===== src/rtl/rcu_pkg.sv =====
package rcu_pkg;

    // Which form a check part takes on the wires
    typedef enum logic {
        FORM_RESIDUE = 1'b0,
        FORM_INVERSE = 1'b1
    } chk_form_e;

    // Individual mismatch sources feeding the error rail
    typedef struct packed {
        logic add_bad;   // sum residue differs from prediction
        logic sum_bad;   // sum check part differs from sum data
        logic b_bad;     // operand b check part differs from data
        logic a_bad;     // operand a check part differs from data
    } err_cause_t;

    localparam logic [1:0] RAIL_RESET = 2'b10;

    // Build a rail pair from the phase bit and the error condition
    function automatic logic [1:0] rail_pair(input logic upper, input logic bad);
        return bad ? {upper, upper} : {upper, ~upper};
    endfunction

endpackage


===== src/rtl/rcu_eac_adder.sv =====
module rcu_eac_adder #(
    parameter int M = 4
) (
    input  logic [M-1:0] x_i,
    input  logic [M-1:0] y_i,
    output logic [M-1:0] s_o
);
    localparam int WIDE = M + 1;

    logic [WIDE-1:0] raw;
    logic [M-1:0]    wrap;

    assign raw  = {1'b0, x_i} + {1'b0, y_i};
    // Carry-out fed back as carry-in; a second carry cannot occur
    assign wrap = M'(raw[M]);
    assign s_o  = raw[M-1:0] + wrap;

endmodule


===== src/rtl/rcu_residue_tree.sv =====
module rcu_residue_tree #(
    parameter int M = 4,
    parameter int W = 16
) (
    input  logic [W-1:0] data_i,
    output logic [M-1:0] res_o
);
    localparam int SLICES = (W + M - 1) / M;
    localparam int LEVELS = (SLICES > 1) ? $clog2(SLICES) : 0;
    localparam int LEAVES = 1 << LEVELS;
    localparam int NODES  = 2 * LEAVES - 1;
    localparam int PW     = LEAVES * M;

    logic [PW-1:0] padded;
    logic [M-1:0]  node [NODES];

    assign padded = PW'(data_i);

    // Leaves: M-bit slices of the zero-extended word
    for (genvar k = 0; k < LEAVES; k++) begin : g_leaf
        assign node[LEAVES - 1 + k] = padded[k*M +: M];
    end

    // Inner nodes: end-around-carry adders, heap ordered
    for (genvar i = 0; i < LEAVES - 1; i++) begin : g_inner
        rcu_eac_adder #(.M(M)) u_add (
            .x_i (node[2*i + 1]),
            .y_i (node[2*i + 2]),
            .s_o (node[i])
        );
    end

    assign res_o = node[0];

endmodule


===== src/rtl/rcu_form_conv.sv =====
module rcu_form_conv #(
    parameter int               M    = 4,
    parameter rcu_pkg::chk_form_e FORM = rcu_pkg::FORM_RESIDUE
) (
    input  logic [M-1:0] in_i,
    output logic [M-1:0] out_o
);
    // A - r equals ~r for A = all ones; the mapping is its own inverse
    if (FORM == rcu_pkg::FORM_INVERSE) begin : g_inv
        assign out_o = ~in_i;
    end else begin : g_plain
        assign out_o = in_i;
    end

endmodule


===== src/rtl/rcu_mod_eq.sv =====
module rcu_mod_eq #(
    parameter int M = 4
) (
    input  logic [M-1:0] x_i,
    input  logic [M-1:0] y_i,
    output logic         eq_o
);
    logic [M-1:0] xn;
    logic [M-1:0] yn;

    // All ones and zero both stand for zero modulo 2^M - 1
    assign xn   = (x_i == '1) ? '0 : x_i;
    assign yn   = (y_i == '1) ? '0 : y_i;
    assign eq_o = (xn == yn);

endmodule


===== src/rtl/rcu_rail_reg.sv =====
module rcu_rail_reg (
    input  logic       clk,
    input  logic       rst,
    input  logic       err_i,
    output logic [1:0] rail_o,
    output logic       sticky_o
);
    import rcu_pkg::*;

    logic       phase_q;
    logic [1:0] rail_q;
    logic       sticky_q;

    always_ff @(posedge clk) begin
        if (rst) begin
            phase_q  <= 1'b0;
            rail_q   <= RAIL_RESET;
            sticky_q <= 1'b0;
        end else begin
            phase_q  <= ~phase_q;
            rail_q   <= rail_pair(phase_q, err_i);
            sticky_q <= sticky_q | err_i;
        end
    end

    assign rail_o   = rail_q;
    assign sticky_o = sticky_q;

    AST_ERR_PAIR: assert property (@(posedge clk) disable iff (rst)
        err_i |=> (rail_q[1] == rail_q[0]));
    AST_OK_PAIR: assert property (@(posedge clk) disable iff (rst)
        !err_i |=> (rail_q[1] != rail_q[0]));
    AST_RAIL_TOGGLE: assert property (@(posedge clk) disable iff (rst)
        (!err_i && (rail_q[1] != rail_q[0])) |=> (rail_q[1] != $past(rail_q[1])));
    AST_STICKY_SET: assert property (@(posedge clk) disable iff (rst)
        err_i |=> sticky_q);
    AST_STICKY_HOLD: assert property (@(posedge clk) disable iff (rst)
        sticky_q |=> sticky_q);

endmodule


===== src/rtl/rcu_residue_unit.sv =====
module rcu_residue_unit #(
    parameter int                 N    = 16,
    parameter int                 M    = 4,
    parameter rcu_pkg::chk_form_e FORM = rcu_pkg::FORM_RESIDUE
) (
    input  logic         clk,
    input  logic         rst,
    input  logic [N-1:0] a_i,
    input  logic [N-1:0] b_i,
    input  logic [M-1:0] a_chk_i,
    input  logic [M-1:0] b_chk_i,
    input  logic [N-1:0] sum_i,
    input  logic         sum_cout_i,
    input  logic [M-1:0] sum_chk_i,
    output logic [M-1:0] a_chk_o,
    output logic [M-1:0] b_chk_o,
    output logic [M-1:0] sum_chk_o,
    output logic [M-1:0] pred_chk_o,
    output logic [1:0]   err_rail_o,
    output logic         err_sticky_o
);
    import rcu_pkg::*;

    localparam int SW = N + 1;

    logic [SW-1:0] sum_full;
    logic [M-1:0]  res_a, res_b, res_s;
    logic [M-1:0]  in_a, in_b, in_s;
    logic [M-1:0]  res_pred;
    logic          eq_a, eq_b, eq_s, eq_add;
    err_cause_t    cause;
    logic          err_now;

    assign sum_full = {sum_cout_i, sum_i};

    // Residues generated from the data words
    rcu_residue_tree #(.M(M), .W(N))  u_tree_a (.data_i(a_i),      .res_o(res_a));
    rcu_residue_tree #(.M(M), .W(N))  u_tree_b (.data_i(b_i),      .res_o(res_b));
    rcu_residue_tree #(.M(M), .W(SW)) u_tree_s (.data_i(sum_full), .res_o(res_s));

    // Incoming check parts back to residue form
    rcu_form_conv #(.M(M), .FORM(FORM)) u_in_a (.in_i(a_chk_i),   .out_o(in_a));
    rcu_form_conv #(.M(M), .FORM(FORM)) u_in_b (.in_i(b_chk_i),   .out_o(in_b));
    rcu_form_conv #(.M(M), .FORM(FORM)) u_in_s (.in_i(sum_chk_i), .out_o(in_s));

    // Sum residue predicted from the operand check parts
    rcu_eac_adder #(.M(M)) u_pred (.x_i(in_a), .y_i(in_b), .s_o(res_pred));

    // Outgoing check parts
    rcu_form_conv #(.M(M), .FORM(FORM)) u_out_a (.in_i(res_a),    .out_o(a_chk_o));
    rcu_form_conv #(.M(M), .FORM(FORM)) u_out_b (.in_i(res_b),    .out_o(b_chk_o));
    rcu_form_conv #(.M(M), .FORM(FORM)) u_out_s (.in_i(res_s),    .out_o(sum_chk_o));
    rcu_form_conv #(.M(M), .FORM(FORM)) u_out_p (.in_i(res_pred), .out_o(pred_chk_o));

    // Comparisons modulo 2^M - 1
    rcu_mod_eq #(.M(M)) u_eq_a   (.x_i(res_a), .y_i(in_a),     .eq_o(eq_a));
    rcu_mod_eq #(.M(M)) u_eq_b   (.x_i(res_b), .y_i(in_b),     .eq_o(eq_b));
    rcu_mod_eq #(.M(M)) u_eq_s   (.x_i(res_s), .y_i(in_s),     .eq_o(eq_s));
    rcu_mod_eq #(.M(M)) u_eq_add (.x_i(res_s), .y_i(res_pred), .eq_o(eq_add));

    always_comb begin
        cause.a_bad   = ~eq_a;
        cause.b_bad   = ~eq_b;
        cause.sum_bad = ~eq_s;
        cause.add_bad = ~eq_add;
    end

    assign err_now = |cause;

    rcu_rail_reg u_rail (
        .clk      (clk),
        .rst      (rst),
        .err_i    (err_now),
        .rail_o   (err_rail_o),
        .sticky_o (err_sticky_o)
    );

    AST_ZERO_OPERAND: assert property (@(posedge clk) disable iff (rst)
        (a_i == '0) |-> (res_a == '0));
    AST_BAD_CHK_A: assert property (@(posedge clk) disable iff (rst)
        cause.a_bad |=> (err_rail_o[1] == err_rail_o[0]));

endmodule


===== config.mk =====
export PLATFORM = sky130hd
export DESIGN_NAME = rcu_residue_unit
export DESIGN_NICKNAME = d
export VERILOG_FILES = /design/src/rtl/rcu_pkg.sv /design/src/rtl/rcu_eac_adder.sv /design/src/rtl/rcu_residue_tree.sv /design/src/rtl/rcu_form_conv.sv /design/src/rtl/rcu_mod_eq.sv /design/src/rtl/rcu_rail_reg.sv /design/src/rtl/rcu_residue_unit.sv
export SDC_FILE = /design/constraint.sdc
export NUM_CORES = 1
export LEC_CHECK = 0
export ABC_AREA = 1
export ABC_CLOCK_PERIOD_IN_PS = 10700
export BUFFER_PORTS_ARGS = -buffer_cell sky130_fd_sc_hd__buf_4
export CAP_MARGIN = 30
export CORE_MARGIN = 4
export CORE_UTILIZATION = 30
export DETAILED_ROUTE_END_ITERATION = 10
export GPL_TIMING_DRIVEN = 1
export PLACE_DENSITY = 0.58
export SYNTH_ARGS = -nofsm -noshare
export SYNTH_HDL_FRONTEND = slang
export SYNTH_SLANG_ARGS = --single-unit
export TNS_END_PERCENT = 10

===== constraint.sdc =====
create_clock -name clk -period 10.7 [get_ports clk]
set_input_delay 1.07 -clock clk [delete_from_list [all_inputs] [get_ports clk]]
set_output_delay 1.07 -clock clk [all_outputs]
set_load 0.02 [all_outputs]

==> impl_metrics.ini, run 1 <==
[status]
status = finished, final reports clean

[critical_path]
crit_buf_inv = 5
path_max_fanout = 4
slowest_stage = fa_1
cp-end-kind = primary output
crit_top_cell = ha_1
critPathTopFamily = adder cells
rr_endpoint = u_rail.rail_o[0]$_SDFF_PP0_
rr_worst_depth = 3
cpPeakStageDelay_ns = 0.42
start_kind = primary input
path_class = in -> out
cp_data_required_time_ns = 9.63
cp.arrival_ns = 5.06
r2r_start = u_rail.phase_q$_SDFF_PP0_
crit_chain = buf_4, ha_1, fa_1, a21oi_1, o21bai_1, ha_1, ha_1, inv_1, fa_1, inv_1, a21oi_1, o21bai_1, ha_1, ha_1, ha_1, nand3_2, a21oi_1, ha_1, ha_1, inv_1, nand3_1, nand2_2, buf_4
rrSetupSlack_ns = 10.08

[power]
p_leak_nw = 1.992
power.density_nw_per_um2 = 214.3
peakVddDrop_mv = 0.1826
p_total_w = 0.0007494

[clock_tree]
root_buffer = clkbuf_8
cts-hold-fix-buffers = 0
postCtsSetupBuffers = 0
clockBufferDepth = 2
tritoncts = built
cts_resized = 0
numCtsBuffers = 3
clk_latency_ns = 0.22
cts.clk_slew.worst_paths_ns = 0.03
clock-sinks = 4
ctsHtreeMaxLevel = 1

[global_route]
grt-ovfl-total = 0
grt_pass1_wl_mm = 10.01
grt_pass1_vias = 2578
antenna_found_initial = 0
track_usage = 0.1105
grt_max_degree = 7

[flow_run]
cap_violations = 0

[floorplan]
die_area_um2 = 10630
coreArea_um2 = 8763
die_h_um = 103.1
boundaryPins = 82
initial_core_util = 0.3095
row_count = 34
die_w_um = 103.1

[synth]
synthTopCellsByArea = ha_1 (30%), nand2_1 (16%), nand3_1 (8.7%), inv_1 (8.4%), fa_1 (7.4%)
synth_top_area_frac = 0.2998
ys_seq_area_frac = 0.02952
synth_ff_type = dfxtp_1
syn_avg_cell_area_um2 = 6.600
ys_ff_latch = 4
synth_cell_types = 26
synth_nets = 549
synth_top_cell_by_area = ha_1
async_reset_ff_frac = 0
syn_area_um2 = 2713
yosysWarnings = 0
synth_edf_count = 0
syn_inst = 411

[routing]
ant_nets = 0
drt-initial-drc-count = 71
vias = 2777
first_pass_iters = 4
routed_wirelength_mm = 5.873
drc = 0
wl_per_cell_um = 9.740
via_per_inst = 4.605

[sta]
fin_tns_setup_ns = 0
hold_violations = 0
drv_slew = 0
setup_viol = 0
relSlewSlack = 0.7885
fin_ws_ns = 4.566
period_needed_ns = 6.134
worst_pin_slew_ns = 0.3148
period_share = 0.5732
skew_ns = 0.002013
fmax_mhz = 163.0
rsz0062_at_grt = no

[cells_and_area]
num_antenna_cells = 0
final_area_um2 = 3497
stdcell_count = 603
nets = 635
area_delta_synth_final_pct = 28.92
drive_gt1_frac = 0.2101

[placed_design]
placed_cells = 600
port_buffers = 81
post-place-ws_ns = 4.536
dp_hpwl_mm = 5.497
globalplace.congestion = 0.7698
dpl_cell_area_um2 = 3456

[min_path]
hp-class = reg -> reg
hold_end = u_rail.phase_q$_SDFF_PP0_
min_delay_path_depth = 1
hp-start = u_rail.phase_q$_SDFF_PP0_
[through the flow]
step	util	hold WS (ns)
floorplan	-	0.4009
CTS	0.3991	0.4278
detailed placement	0.3943	0.4232
global placement	0.3943	0.4141
finish	0.3991	0.4257
global route	0.3991	0.4551
[worst max-delay path by stage]
| stage | slack [ns] | cells past startpoint | from | end |
|---|---|---|---|---|
| 3_5_place_dp | 4.54 | 23 | sum_i[8] | sum_chk_o[2] |
| 2_1_floorplan | 5.02 | 21 | sum_i[8] | sum_chk_o[2] |
| 6_report | 4.57 | 23 | sum_i[8] | sum_chk_o[2] |
| 3_3_place_gp | 4.69 | 23 | sum_i[8] | sum_chk_o[2] |
| 5_1_grt | 4.25 | 23 | sum_i[8] | sum_chk_o[2] |
| 4_1_cts | 4.54 | 23 | sum_i[8] | sum_chk_o[2] |
[worst register-to-register path, stage by stage (launching register included)]
cell and delay [ns]:
dfxtp_1 0.32, inv_1 0.05, nor2_1 0.10, nor2_1 0.05
[Yosys cell counts, types with 2 or more instances]
cell type / count
nor2_1: 22
nand4_1: 11
nand2_1: 113
or2_1: 2
nand3_2: 3
xor2_1: 10
nand2_4: 2
nand3b_1: 3
o21ai_1: 3
dfxtp_1: 4
xnor2_1: 14
nand2_2: 8
ha_1: 65
inv_2: 2
nand3_1: 47
o21bai_1: 3
inv_1: 61
or2_2: 2
a21oi_1: 20
fa_1: 10
[per-layer routing]
layer  GRT usage  part of all wire
met5           0                 0
met3     0.01218             0.037
met1      0.1394              0.46
met2      0.2102              0.50
met4    0.005976                 0
[cell type report]
cell class                 count  area, µm²
inverter                      63      236.5
timing repair buffer          81      608.1
sequential                     4      80.08
fill                         921       5266
tap                          108      135.1
clock buffer                   3      41.29
multi-input combinational    344       2396
[flip-flops by register name, indices dropped and copies added, names as in the netlist]
signal and cells:
u_rail.phase_q 1, u_rail.sticky_o 1, u_rail.rail_o 2
[cells in the final DEF, fill, tap and decap left out, types with 2 or more instances in the layout]
cell	synthesis	final
nand2_1	113	113
buf_4	0	81
ha_1	65	65
inv_1	61	61
nand3_1	47	47
nor2_1	22	22
a21oi_1	20	20
xnor2_1	14	14
nand4_1	11	11
xor2_1	10	10
fa_1	10	10
nand2_2	8	8
dfxtp_1	4	4
nand3_2	3	3
o21bai_1	3	3
nand3b_1	3	3
o21ai_1	3	3
clkbuf_8	0	3
or2_2	2	2
inv_2	2	2
nand2_4	2	2
or2_1	2	2
[power breakdown]
group / total (W) / switching [W] / leakage [nW] / internal, W
Combinational: 0.000701 / 0.000418 / 1.94 / 0.000283
Sequential: 0.0000163 / 0.000000320 / 0.0335 / 0.0000160
Clock: 0.0000317 / 0.00000769 / 0.0216 / 0.0000240
[logic make-up after synthesis]
| family | Yosys count | share of synthesized area |
|---|---|---|
| buffers and inverters | 63 | 0.08718 |
| adders and majority gates | 75 | 0.3736 |
| AOI/OAI and AO/OA | 28 | 0.05581 |
| DFF | 4 | 0.02952 |
| xor gates and xnor gates | 25 | 0.08764 |
| and+or+nand+nor | 216 | 0.3662 |
Power figures use the tool's default switching activity.
==> run 2, diff against run 1 <==
--- a/config.mk
+++ b/config.mk
@@ -6,7 +6,7 @@
 export NUM_CORES = 1
 export LEC_CHECK = 0
 export ABC_AREA = 1
-export ABC_CLOCK_PERIOD_IN_PS = 10700
+export ABC_CLOCK_PERIOD_IN_PS = 5650
 export BUFFER_PORTS_ARGS = -buffer_cell sky130_fd_sc_hd__buf_4
 export CAP_MARGIN = 30
 export CORE_MARGIN = 4
==> constraint.sdc (replaced) <==
create_clock -name clk -period 5.65 [get_ports clk]
set_input_delay 0.565 -clock clk [delete_from_list [all_inputs] [get_ports clk]]
set_output_delay 0.565 -clock clk [all_outputs]
set_load 0.02 [all_outputs]
==> impl_metrics.ini, run 2 (synthesis results as in run 1) <==
[placed_design]
globalplace.congestion = 0.7678
post-place-ws_ns = 0.3543
dp_hpwl_mm = 5.635
dpl_cell_area_um2 = 3456
placed_cells = 600
port_buffers = 81

[cells_and_area]
area_delta_synth_final_pct = 28.92
fillCellCount = 936
nets = 635
ff_latch_area_um2 = 80.08
multi_input_area_um2 = 2396
largest_reg_flops = 2
final_cell_mix = nand2_1 (113), buf_4 (81), ha_1 (65)
num_antenna_cells = 0
drive_gt1_frac = 0.2101
stdcell_count = 603
final_common_cell = nand2_1
final_area_um2 = 3497

[sta]
rsz0062_at_grt = no
relSlewSlack = 0.7999
worst_pin_slew_ns = 0.2979
skew_ns = 0.003916
fin_tns_setup_ns = 0
setup_viol = 0
period_needed_ns = 5.103
hold_ws_ns = 0.4256
drv_slew = 0
fmax_mhz = 196.0
hold_violations = 0
period_share = 0.9031
fin_ws_ns = 0.5473

[clock_tree]
ctsHtreeMaxLevel = 1
cts_resized = 0
clk_latency_ns = 0.21
tritoncts = built
postCtsSetupBuffers = 0
numCtsBuffers = 3
cts.clk_slew.worst_paths_ns = 0.03
cts-hold-fix-buffers = 0
clock-sinks = 4
clockBufferDepth = 2
root_buffer = clkbuf_8

[min_path]
min_delay_path_depth = 1
hp-start = u_rail.phase_q$_SDFF_PP0_
hold_end = u_rail.phase_q$_SDFF_PP0_
hp-class = reg -> reg

[routing]
vias = 2762
drt-initial-drc-count = 52
drc = 0
first_pass_iters = 4
via_per_inst = 4.580
routed_wirelength_mm = 6.047
ant_nets = 0
wl_per_cell_um = 10.03

[floorplan]
die_area_um2 = 10630
row_count = 34
boundaryPins = 82
initial_core_util = 0.3095
die_w_um = 103.1
die_h_um = 103.1
coreArea_um2 = 8763

[global_route]
grt_pass1_vias = 2646
antenna_found_initial = 0
track_usage = 0.1171
grt-ovfl-total = 0
grt_max_degree = 7
grt_pass1_wl_mm = 10.69

[critical_path]
crit_buf_inv = 5
rrSetupSlack_ns = 5.02
cp_data_required_time_ns = 5.09
rr_endpoint = u_rail.rail_o[0]$_SDFF_PP0_
critPathTopFamily = adder cells
r2r_start = u_rail.phase_q$_SDFF_PP0_
path_max_fanout = 4
path_class = in -> out
slowest_stage = fa_1
rr_worst_depth = 3
cpPeakStageDelay_ns = 0.42
cp-end-kind = primary output
cp.arrival_ns = 4.54
start_kind = primary input
crit_top_cell = ha_1
crit_chain = buf_4, ha_1, fa_1, a21oi_1, o21bai_1, ha_1, ha_1, inv_1, fa_1, inv_1, a21oi_1, o21bai_1, ha_1, ha_1, ha_1, nand3_2, a21oi_1, ha_1, ha_1, inv_1, nand3_1, nand2_2, buf_4

[status]
status = finished, final reports clean

[power]
peakVddDrop_mv = 0.3315
power.density_nw_per_um2 = 408.8
p_leak_nw = 1.992

[flow_run]
cap_violations = 0
-- run 2: how the worst max path moves through the flow --
| stage | startpoint | endpoint | slack [ns] | cells past startpoint |
|---|---|---|---|---|
| 6_report | sum_i[8] | sum_chk_o[2] | 0.55 | 23 |
| 5_1_grt | sum_i[8] | sum_chk_o[3] | 0.20 | 28 |
| 4_1_cts | sum_i[8] | sum_chk_o[2] | 0.53 | 23 |
| 3_5_place_dp | sum_i[8] | u_rail.sticky_o$_SDFF_PP0_ | 0.35 | 28 |
| 3_3_place_gp | sum_i[8] | u_rail.sticky_o$_SDFF_PP0_ | 0.53 | 30 |
| 2_1_floorplan | sum_i[8] | u_rail.sticky_o$_SDFF_PP0_ | 0.68 | 29 |
-- run 2: through the flow --
stage	util	power (W)
2_1_floorplan	-	0.001011
3_3_place_gp	0.3943	0.001365
3_5_place_dp	0.3943	0.001389
4_1_cts	0.3991	0.001455
5_1_grt	0.3991	0.001633
6_report	0.3991	0.001429
-- run 2: metal layers --
| layer | GRT usage | vias up | share of wire |
|---|---|---|---|
| met2 | 0.2097 | 45 | 0.49 |
| met1 | 0.1574 | 1197 | 0.47 |
| met4 | 0.01195 | 0 | 0.0031 |
| met3 | 0.01083 | 2 | 0.043 |
| li1 | - | 1518 | - |
| met5 | 0 | - | 0 |
-- run 2: final cells by class --
cell class,instances,share of cell area
multi-input cells,344,0.6852
repair buffers,81,0.1739
inverters,63,0.06762
well taps,108,0.03864
flip-flops and latches,4,0.02290
clock buffers,3,0.01181
-- run 2: report_power, final --
| group | switching, W | internal, W |
|---|---|---|
| combinational | 0.000803 | 0.000537 |
| sequential | 0.000000711 | 0.0000303 |
| clock | 0.0000133 | 0.0000453 |
| total | 0.000817 | 0.000612 |
